[src/rtl/fxu_addsub.sv]
module fxu_addsub #(
  parameter int XLEN = 64,
  parameter int IMMW = 16
) (
  input  logic [4:0]      op_i,
  input  logic [XLEN-1:0] opa_i,
  input  logic [XLEN-1:0] opb_i,
  input  logic [IMMW-1:0] imm_i,
  input  logic [XLEN-1:0] nia_i,
  input  logic            ra_zero_i,
  input  logic            ca_i,
  input  logic            ov_i,
  input  logic            oe_i,
  input  logic            rc_i,
  output logic [XLEN-1:0] sum_o,
  output logic            ca_o,
  output logic            ov_o,
  output logic [2:0]      cr_o
);
  localparam int SHW = 2 * IMMW;

  logic [XLEN-1:0] imm_s, imm_sh, base_a, x, y, res;
  logic            cin, cout, wr_ca, alt, valid, ovf;
  logic            neg, zero;

  assign imm_s  = {{(XLEN-IMMW){imm_i[IMMW-1]}}, imm_i};
  assign imm_sh = {{(XLEN-SHW){imm_i[IMMW-1]}}, imm_i, {IMMW{1'b0}}};
  assign base_a = ra_zero_i ? '0 : opa_i;

  always_comb begin
    x     = opa_i;
    y     = opb_i;
    cin   = 1'b0;
    wr_ca = 1'b0;
    alt   = 1'b0;
    valid = 1'b1;
    case (op_i)
      5'd0:  ;
      5'd1:  begin x = base_a; y = imm_s; end
      5'd2:  begin x = base_a; y = imm_sh; end
      5'd3:  begin x = nia_i;  y = imm_sh; end
      5'd4:  begin x = ~opa_i; cin = 1'b1; end
      5'd5:  wr_ca = 1'b1;
      5'd6:  begin x = ~opa_i; cin = 1'b1; wr_ca = 1'b1; end
      5'd7:  begin y = imm_s; wr_ca = 1'b1; end
      5'd8:  begin x = ~opa_i; y = imm_s; cin = 1'b1; wr_ca = 1'b1; end
      5'd9:  begin cin = ca_i; wr_ca = 1'b1; end
      5'd10: begin x = ~opa_i; cin = ca_i; wr_ca = 1'b1; end
      5'd11: begin y = '1; cin = ca_i; wr_ca = 1'b1; end
      5'd12: begin x = ~opa_i; y = '1; cin = ca_i; wr_ca = 1'b1; end
      5'd13: begin y = '0; cin = ca_i; wr_ca = 1'b1; end
      5'd14: begin x = ~opa_i; y = '0; cin = ca_i; wr_ca = 1'b1; end
      5'd15: begin x = ~opa_i; y = '0; cin = 1'b1; end
      5'd16: begin cin = ov_i; alt = 1'b1; end
      default: begin x = '0; y = '0; valid = 1'b0; end
    endcase
  end

  assign {cout, res} = {1'b0, x} + {1'b0, y} + (XLEN+1)'(cin);
  assign ovf = (x[XLEN-1] == y[XLEN-1]) && (res[XLEN-1] != x[XLEN-1]);

  assign sum_o = valid ? res : '0;
  assign ca_o  = wr_ca ? cout : ca_i;
  assign ov_o  = alt ? cout : ((oe_i && valid) ? ovf : ov_i);

  assign neg  = sum_o[XLEN-1];
  assign zero = (sum_o == '0);
  assign cr_o = rc_i ? {neg, ~neg & ~zero, zero} : 3'b000;
endmodule


[config.mk]
export PLATFORM = sky130hd
export DESIGN_NAME = fxu_addsub
export DESIGN_NICKNAME = d
export VERILOG_FILES = /design/src/rtl/fxu_addsub.sv
export SDC_FILE = /design/constraint.sdc
export NUM_CORES = 1
export LEC_CHECK = 0
export BUFFER_PORTS_ARGS = -buffer_cell sky130_fd_sc_hd__buf_2
export CAP_MARGIN = 20
export CORE_UTILIZATION = 46
export DETAILED_ROUTE_END_ITERATION = 12
export PLACE_DENSITY = 0.77
export SLEW_MARGIN = 20
export SYNTH_ARGS = -nofsm -noshare
export SYNTH_HDL_FRONTEND = slang
export SYNTH_SLANG_ARGS = --single-unit
[constraint.sdc]
create_clock -name vclk -period 21.4
set_input_delay 4.28 -clock vclk [all_inputs]
set_output_delay 4.28 -clock vclk [all_outputs]
set_load 0.03 [all_outputs]
# Word-level counts from Yosys, hierarchy flattened
# Cells that the tools add are included.
# totals
reg_bits,0
elab_cells,51
input_bits,218
output_inout_bits,69
# op_classes
mux,12
bitwise_logic,4
n_reduce_logical,15
add_sub_neg,2
n_eq_ne,18
# ops
cell,n
64-bit case mux with 4 select lines,2
64-bit 2-to-1 mux,2
64-bit by 64-bit adder with 65-bit output,1
65-bit by 1-bit adder with 65-bit output,1
64-bit zero test,1
64-bit inverter,1
5-bit by 4-bit equality test with 1-bit output (second input constant),8
7-bit OR reduction,3
5-bit by 3-bit equality test with 1-bit output (second input constant),4
17-bit OR reduction,1
5-bit by 2-bit equality test with 1-bit output (second input constant),2
10-bit OR reduction,1
1-bit 2-to-1 mux,6
2-bit OR reduction,3
6-bit OR reduction,1
5-bit by 1-bit equality test with 1-bit output (second input constant),1
5-bit equality test (second input constant),1
5-bit zero test,1
4-bit OR reduction,1
3-bit 2-to-1 mux,1
1-bit case mux with 3 select lines,1
3-bit OR reduction,1
1-bit logical AND,2
1-bit inverter,2
other kinds (3),3

# Longest topological paths before layout
# Gate-level depths: netlist (run 1).
# depth
ltp_word,10
mapped_depth,22
depth_no_buf,19

# Least setup slack after synthesis (run 1)
# OpenSTA, ideal clock, no wires.
# synth_timing
path_kind,input to output
from,in op_i[0]
to,out cr_o[1]
arrival_ns,9.932
path_stages,21
t_required_ns,17.120
path_buffers,2
setup_slack_ns,7.188
cell_sequence,clkbuf_1 > inv_1 > nand2_1 > a21oi_1 > o31ai_1 > clkbuf_1 > a221oi_1 > fa_1 > inv_1 > fa_1 > a211oi_2 > nor3b_4 > nand3_2 > a211o_2 > a2111oi_4 > nor4_1 > nor3b_1 > a2111oi_2 > nand4bb_1 > nor4b_2 > a311oi_1
# synth_between
elab_chain_len,10
elab_cells_between_ends,39
cone_classes,add/sub (2); eq/ne (16); mux (6); bitwise (3); reduce/logical (12)
# synth_lines
item,line,source
start: declaration,5,"input logic [4:0] op_i,"
5-bit equality test (tied with other cells),37,case (op_i)
7-bit OR reduction (no source line) (tied with other cells),--,
64-bit case mux with 4 select lines,37,
64-bit by 64-bit adder with 65-bit output,59,"assign {cout, res} = {1'b0, x} + {1'b0, y} + (XLEN+1)'(cin);"
65-bit by 1-bit adder with 65-bit output,59,
64-bit 2-to-1 mux (*),62,assign sum_o = valid ? res : '0;
via sum_o[48],15,"output logic [XLEN-1:0] sum_o,"
64-bit zero test (*),67,assign zero = (sum_o == '0);
1-bit inverter (*),68,"assign cr_o = rc_i ? {neg, ~neg & ~zero, zero} : 3'b000;"
1-bit bitwise AND (*),68,
3-bit 2-to-1 mux (*),68,
end: declaration,18,output logic [2:0] cr_o
# Mark *: on every way through the listed nets, which the timed path passes. The rest lies on a longest branch.

# Worst setup path after layout (run 1)
# layout_timing
from,in op_i[2]
to,out cr_o[0]
# layout_between
elab_chain_len,8
elab_cells_between_ends,36
cone_classes,add/sub (2); eq/ne (16); mux (6); reduce/logical (12)
# layout_lines
item,line
5-bit equality test (tied with other cells),37
7-bit OR reduction (no source line) (tied with other cells),--
64-bit case mux with 4 select lines,37
64-bit by 64-bit adder with 65-bit output,59
65-bit by 1-bit adder with 65-bit output,59
64-bit 2-to-1 mux (*),62
64-bit zero test (*),67
3-bit 2-to-1 mux (*),68
# Mark *: on every way between the ends. The rest lies on a longest branch, timed or not.

==> results of run 1 <==
==> cell type report <==
cell class	instances	area, µm²
Fill cell	1500	6203
Inverter	15	56.30
Multi-Input combinational cell	963	6514
Tap cell	184	230.2
Timing Repair Buffer	299	1530
==> power breakdown <==
part	switching, mW	internal [mW]
Sequential	0	0
Clock	0	0
Combinational	0.221	0.117
==> tightest hold or removal path, cell delays in order <==
cell                     delay, ps
sky130_fd_sc_hd__buf_2         100
sky130_fd_sc_hd__inv_1          70
sky130_fd_sc_hd__nor3_1         70
sky130_fd_sc_hd__buf_2         180
==> synthesized netlist by cell type (6+ instances only) <==
cell type                    n  area (µm²)
sky130_fd_sc_hd__and2_1     18       112.6
sky130_fd_sc_hd__o21bai_1    8       60.06
sky130_fd_sc_hd__nand4_1    28       175.2
sky130_fd_sc_hd__a221o_1    93       930.9
sky130_fd_sc_hd__ha_1       63       788.3
sky130_fd_sc_hd__a31oi_1     8       50.05
sky130_fd_sc_hd__nand3_1    14       70.07
sky130_fd_sc_hd__xnor2_1    22       192.7
sky130_fd_sc_hd__mux2i_1     7       70.07
sky130_fd_sc_hd__nor2_1    167       626.9
sky130_fd_sc_hd__o211ai_1    8       60.06
sky130_fd_sc_hd__xor2_1     21       183.9
sky130_fd_sc_hd__a21o_1     57       427.9
sky130_fd_sc_hd__and4_1      7       61.31
sky130_fd_sc_hd__nor3_1     26       130.1
sky130_fd_sc_hd__inv_1      15       56.30
sky130_fd_sc_hd__o31ai_1     8       60.06
sky130_fd_sc_hd__and3_1      9       56.30
sky130_fd_sc_hd__nand2_1    91       341.6
sky130_fd_sc_hd__a21oi_1    95       475.5
sky130_fd_sc_hd__nor4_1      8       50.05
sky130_fd_sc_hd__clkbuf_1   53       198.9
sky130_fd_sc_hd__o21ai_0    53       265.3
sky130_fd_sc_hd__nand3b_1    6       45.04
sky130_fd_sc_hd__nor2b_1     7       43.79
sky130_fd_sc_hd__o21ai_1    11       55.05
sky130_fd_sc_hd__nand2b_1   15       93.84
sky130_fd_sc_hd__buf_2      12       60.06
sky130_fd_sc_hd__a211oi_1   12       90.09
sky130_fd_sc_hd__o21a_1     14       105.1
==> cells by family (layout without fill, tap and decap cells) <==
| logic type | count (synthesis) | count (layout) | synth area share [%] |
|---|---|---|---|
| compound gates | 424 | 424 | 45.84 |
| simple gates | 421 | 421 | 29.48 |
| buf+inv | 90 | 314 | 5.559 |
| fa+ha+maj | 65 | 65 | 12.10 |
| xor+xnor | 43 | 43 | 5.504 |
| mux | 10 | 10 | 1.518 |
==> worst max-delay path by stage <==
stage	startpoint	to	slack, ps	cells past startpoint
detailed placement	op_i[2]	cr_o[0]	7150	20
floorplan	op_i[0]	cr_o[1]	7190	21
finish	op_i[2]	cr_o[0]	7110	20
global route	op_i[2]	cr_o[0]	6890	20
global placement	op_i[2]	cr_o[0]	7260	19
CTS	op_i[2]	cr_o[0]	7130	20
==> per-stage QoR <==
step / cells / worst slack [ps] / hold WS [ps]
after floorplan: 1053 / 7188 / 8734
after global placement: 1460 / 7264 / 8971
after detailed placement: 1460 / 7150 / 8978
after CTS: 1460 / 7135 / 8980
after global routing: 1461 / 6894 / 9011
final: 1461 / 7110 / 8978
==> routing by layer <==
metal	wire, µm	part of all wire, %	GRT usage (%)	vias to the layer above
met4	890	3.1	9.449	0
li1	-	-	-	4513
met3	2689	9.4	5.037	60
met5	0	0	0	-
met1	12270	43	48.02	4356
met2	12750	45	58.92	535
==> results_dict.tcl, run 1 <==
set metrics [dict create \
    critical_path.startpoint_type "input pin" \
    grt_pass1_vias 8107 \
    mostFrequentLayoutCell "sky130_fd_sc_hd__buf_2" \
    timing.critical_path.required_ps 17120 \
    average_footprint_of_a_synthesized_cell_um2 6.498 \
    cp_slowest_cell "sky130_fd_sc_hd__o31ai_1" \
    crit_path_max_fanout 34 \
    track_usage_pct 35.61 \
    aggregate_routed_wire_length_mm 28.60 \
    maxCapViolations 0 \
    total_power_mw 0.3390 \
    synthToLayoutAreaGrowth_pct 21.74 \
    seqCellArea_um2 0 \
    max_stage_delay_ps 700 \
    maximum_number_of_pins_on_one_net_before_global_route_repair 65 \
    number_of_resized_instances_in_the_post_cts_repair_step 0 \
    grt_first_pass_wirelength_mm 43.00 \
    drt-wirelength-per-cell_um 19.58 \
    gp_congestion 1.023 \
    max_slew_margin_pct 45.03 \
    globalRoute.totalOverflow 0 \
    worst_case_hold_path_end_point "cr_o[2]" \
    fp.dieH_um 124.0 \
    vias 9464 \
    run_status "complete, no violations" \
    initial_core_util_pct 47.08 \
    syn_area_um2 6843 \
    min_path_type "in2out" \
    antenna_violations_before_repair 0 \
    port_buffers 287 \
    detail_routed_via_count_per_cell 6.478 \
    final_net_count 1562 \
    critPathKind "in2out" \
    io_pins 287 \
    insertedDiodeCount 0 \
    hold_viol 0 \
    power_density_nw_per_um2 40.69 \
    worst_path_dominant_cell_family "simple AND/OR/NAND/NOR gates" \
    cts_hold_repair.buffers 0 \
    postPlaceCellArea_um2 8319 \
    initialDrtViolationCount 1028 \
    n_sequential_cell 0 \
    floorplan.die.width_um 124.0 \
    timing.final.setup_violations 0 \
    postCtsSetupRepairBufs 0 \
    critical_path.cell_chain "buf_2 -> nor2_1 -> o21ai_0 -> nand2b_2 -> buf_4 -> nor2_1 -> a221o_1 -> ha_1 -> nand4_1 -> nor3_1 -> a31oi_1 -> a21oi_1 -> o211ai_1 -> o31ai_1 -> a221oi_1 -> xor2_1 -> a41oi_1 -> nor4b_2 -> and4_1 -> buf_2" \
    final_max_slew_viol_count 0 \
    die-area_um2 15370 \
    critPathArrivalTime_ps 10010 \
    clock_buffers 0 \
    syn_nets 1336 \
    layout.cell_area.non_filler_um2 8330 \
    cp-end-kind "output pin" \
    crit_buf_inv 3 \
    netlist-cell-type-count 79 \
    first_pass_iters 6 \
    fin_tns_setup_ps 0 \
    hold_path.startpoint "rc_i" \
    vdd_ir_drop_max_mv 0.01870 \
    timing.fmax_mhz 69.98 \
    fin_util_pct 57.32 \
    yosys_warnings 0 \
    syn-instance-count 1053 \
    sequential_element_share_of_the_synthesized_area_pct 0 \
    sum_of_net_half_perimeters_after_detailed_placement_mm 24.08 \
    route.antenna.remaining_nets 0 \
    p_leak_nw 4.083 \
    core_area_um2 14530 \
    hold_path_cell_cnt 4 \
    rsz_0062_raised_after_global_routing "no" \
    row_count 44 \
    layout_min_cycle_time_ps 14290 \
    final_cell_mix "287 x sky130_fd_sc_hd__buf_2, 167 x sky130_fd_sc_hd__nor2_1, 95 x sky130_fd_sc_hd__a21oi_1, 93 x sky130_fd_sc_hd__a221o_1, 91 x sky130_fd_sc_hd__nand2_1" \
    finalCritPeriodShare_pct 66.77 \
    drc_errors 0 \
    layout-drive-gt1-share_pct 25.92 \
    worst-slew-pin-transition_ps 817.6 \
]
No activity file was read; power rests on OpenSTA's default activity.
==> run 2: changes to the inputs <==
--- a/config.mk
+++ b/config.mk
@@ -5,11 +5,12 @@
 export SDC_FILE = /design/constraint.sdc
 export NUM_CORES = 1
 export LEC_CHECK = 0
+export ABC_AREA = 1
 export BUFFER_PORTS_ARGS = -buffer_cell sky130_fd_sc_hd__buf_2
 export CAP_MARGIN = 20
 export CORE_UTILIZATION = 46
 export DETAILED_ROUTE_END_ITERATION = 12
-export PLACE_DENSITY = 0.77
+export PLACE_DENSITY = 0.76
 export SLEW_MARGIN = 20
 export SYNTH_ARGS = -nofsm -noshare
 export SYNTH_HDL_FRONTEND = slang
==> constraint.sdc (replaced) <==
create_clock -name vclk -period 12
set_input_delay 2.4 -clock vclk [all_inputs]
set_output_delay 2.4 -clock vclk [all_outputs]
set_load 0.03 [all_outputs]
==> results_dict.tcl, run 2 <==
set metrics [dict create \
    layout.cell_area.non_filler_um2 10660 \
    first_pass_iters 5 \
    final_net_count 2458 \
    syn_nets 2200 \
    die-area_um2 20040 \
    grt_pass1_vias 11140 \
    critPathLaunch "op_i[1]" \
    sum_of_net_half_perimeters_after_detailed_placement_mm 33.58 \
    p_leak_nw 7.398 \
    n_sequential_cell 0 \
    finalCritPeriodShare_pct 82.92 \
    globalRoute.totalOverflow 0 \
    postPlaceCellArea_um2 10640 \
    timing.critical_path.required_ps 9600 \
    post_synth_main_area_contributors "sky130_fd_sc_hd__nand2_1 31%, sky130_fd_sc_hd__inv_1 19%, sky130_fd_sc_hd__ha_1 8.8%" \
    rsz_0062_raised_after_global_routing "no" \
    fp.dieH_um 141.5 \
    postCtsSetupRepairBufs 0 \
    vias 12640 \
    drc_errors 0 \
    detail_routed_via_count_per_cell 5.193 \
    cp-end-kind "output pin" \
    netlist_top_cells_count "743 x sky130_fd_sc_hd__nand2_1, 464 x sky130_fd_sc_hd__inv_1, 124 x sky130_fd_sc_hd__nand3_1, 108 x sky130_fd_sc_hd__nor2_1, 71 x sky130_fd_sc_hd__o21ai_0" \
    cts_hold_repair.buffers 0 \
    power_density_nw_per_um2 60.16 \
    initial_core_util_pct 47.41 \
    port_buffers 287 \
    track_usage_pct 37.30 \
    initialDrtViolationCount 1088 \
    timing.fmax_mhz 100.5 \
    crit_path_max_fanout 18 \
    mostFrequentLayoutCell "sky130_fd_sc_hd__nand2_1" \
    grt_first_pass_wirelength_mm 58.50 \
    seqCellArea_um2 0 \
    timing.final.setup_violations 0 \
    fillers 2108 \
    layout-drive-gt1-share_pct 18.41 \
    final_max_slew_viol_count 0 \
    synthToLayoutAreaGrowth_pct 19.01 \
    netlist-cell-type-count 40 \
    row_count 50 \
    synth_largest_type_area_fraction_pct 31.14 \
    average_footprint_of_a_synthesized_cell_um2 4.673 \
    clock_buffers 0 \
    critical_path.startpoint_type "input pin" \
    number_of_resized_instances_in_the_post_cts_repair_step 0 \
    syn-instance-count 1917 \
    min_path_type "in2out" \
    io_pins 287 \
    vdd_ir_drop_max_mv 0.04635 \
    max_slew_margin_pct 40.74 \
    core_area_um2 18890 \
    critPathArrivalTime_ps 7550 \
    worst-slew-pin-transition_ps 888.9 \
    route.antenna.remaining_nets 0 \
    gp_congestion 1.029 \
    syn_area_um2 8957 \
    sequential_element_share_of_the_synthesized_area_pct 0 \
    antenna_violations_before_repair 0 \
    floorplan.die.width_um 141.5 \
    critPathKind "in2out" \
    layout_min_cycle_time_ps 9951 \
    aggregate_routed_wire_length_mm 38.21 \
    synthMostInstantiatedCell "sky130_fd_sc_hd__nand2_1" \
    maxCapViolations 0 \
    maximum_number_of_pins_on_one_net_before_global_route_repair 65 \
    final_cell_mix "743 x sky130_fd_sc_hd__nand2_1, 464 x sky130_fd_sc_hd__inv_1, 287 x sky130_fd_sc_hd__buf_2, 123 x sky130_fd_sc_hd__nand3_1, 107 x sky130_fd_sc_hd__nor2_1" \
    yosys_warnings 0 \
    hold_path.startpoint "rc_i" \
    hold_viol 0 \
    run_status "complete, no violations" \
    synth_largest_area_cell "sky130_fd_sc_hd__nand2_1" \
    fin_tns_setup_ps 0 \
    drt-wirelength-per-cell_um 15.70 \
]
## run 2: cell count changes after synthesis, sizes merged, moves of 33 or more
cell / previous run / this run
nand2: 91 / 766
inv: 15 / 481
nand3: 15 / 136
a221o: 93 / 14
a22oi: 5 / 63
a21o: 57 / 0
a21oi: 101 / 52
nor2: 170 / 137
## run 2: final timing paths
check | slack, ps | to | cells after the start
min | 5180 | cr_o[0] | 4
max | 2050 | cr_o[0] | 26
## run 2: cells by family after synthesis
family          Yosys count  synth area share [%]
compound gates          212                 14.85
buf+inv                 523                 22.01
xor+xnor                  4                0.3912
fa+ha+maj                65                 9.247
simple gates           1113                 53.50
## run 2: metal layers
metal | vias up | global-route usage, % | wire length, µm
met4 | 0 | 9.847 | 1112
met1 | 5569 | 53.21 | 17630
met3 | 71 | 2.936 | 3106
li1 | 6389 | - | -
met2 | 610 | 59.94 | 16360
met5 | - | 0 | 0
## run 2: power breakdown
group          leakage (nW)    total (mW)  internal (mW)  switching [mW]
logic                  7.40         0.641          0.203           0.438
registers                 0             0              0               0
clock network    0.00000634  0.0000000112   0.0000000112               0
## run 2: layout make-up
cell class	count	area (µm²)	area share, %
multi-input cells	1394	7019	65.85
inverters	485	1821	17.08
repair buffers	294	1493	14.00
well taps	260	325.3	3.052
diodes	1	2.502	0.02347
## run 2: metrics by stage
step           setup slack, ps  std cells  hold WS, ps  power [mW]  utilization [%]
2_1_floorplan             3686       1917         4973      0.4306                -
3_3_place_gp              1978       2432         5175      0.6220            56.33
3_5_place_dp              1994       2432         5178      0.6266            56.33
4_1_cts                   1966       2432         5179      0.6294            56.33
5_1_grt                   1732       2433         5204      0.7019            56.41
6_report                  2049       2434         5181      0.6413            56.42
## run 2: critical path: stages
cell and delay [ps]:
sky130_fd_sc_hd__buf_2 100, sky130_fd_sc_hd__inv_1 100, sky130_fd_sc_hd__nor2_1 90, sky130_fd_sc_hd__nand2_1 170, sky130_fd_sc_hd__nor2_1 90, sky130_fd_sc_hd__nor2_1 120, sky130_fd_sc_hd__clkinv_1 470, sky130_fd_sc_hd__nor2_2 720
sky130_fd_sc_hd__nand3_1 370, sky130_fd_sc_hd__ha_1 490, sky130_fd_sc_hd__nand2_2 140, sky130_fd_sc_hd__inv_1 50, sky130_fd_sc_hd__nand2_1 60, sky130_fd_sc_hd__nand2_1 70, sky130_fd_sc_hd__inv_1 60, sky130_fd_sc_hd__nand2_1 120
sky130_fd_sc_hd__a21oi_1 420, sky130_fd_sc_hd__nand3b_1 140, sky130_fd_sc_hd__nand3_1 270, sky130_fd_sc_hd__nand2_1 90, sky130_fd_sc_hd__nor2_1 90, sky130_fd_sc_hd__nand2_1 70, sky130_fd_sc_hd__nor3_2 300, sky130_fd_sc_hd__nand3_2 210
sky130_fd_sc_hd__nor2_1 120, sky130_fd_sc_hd__buf_2 200
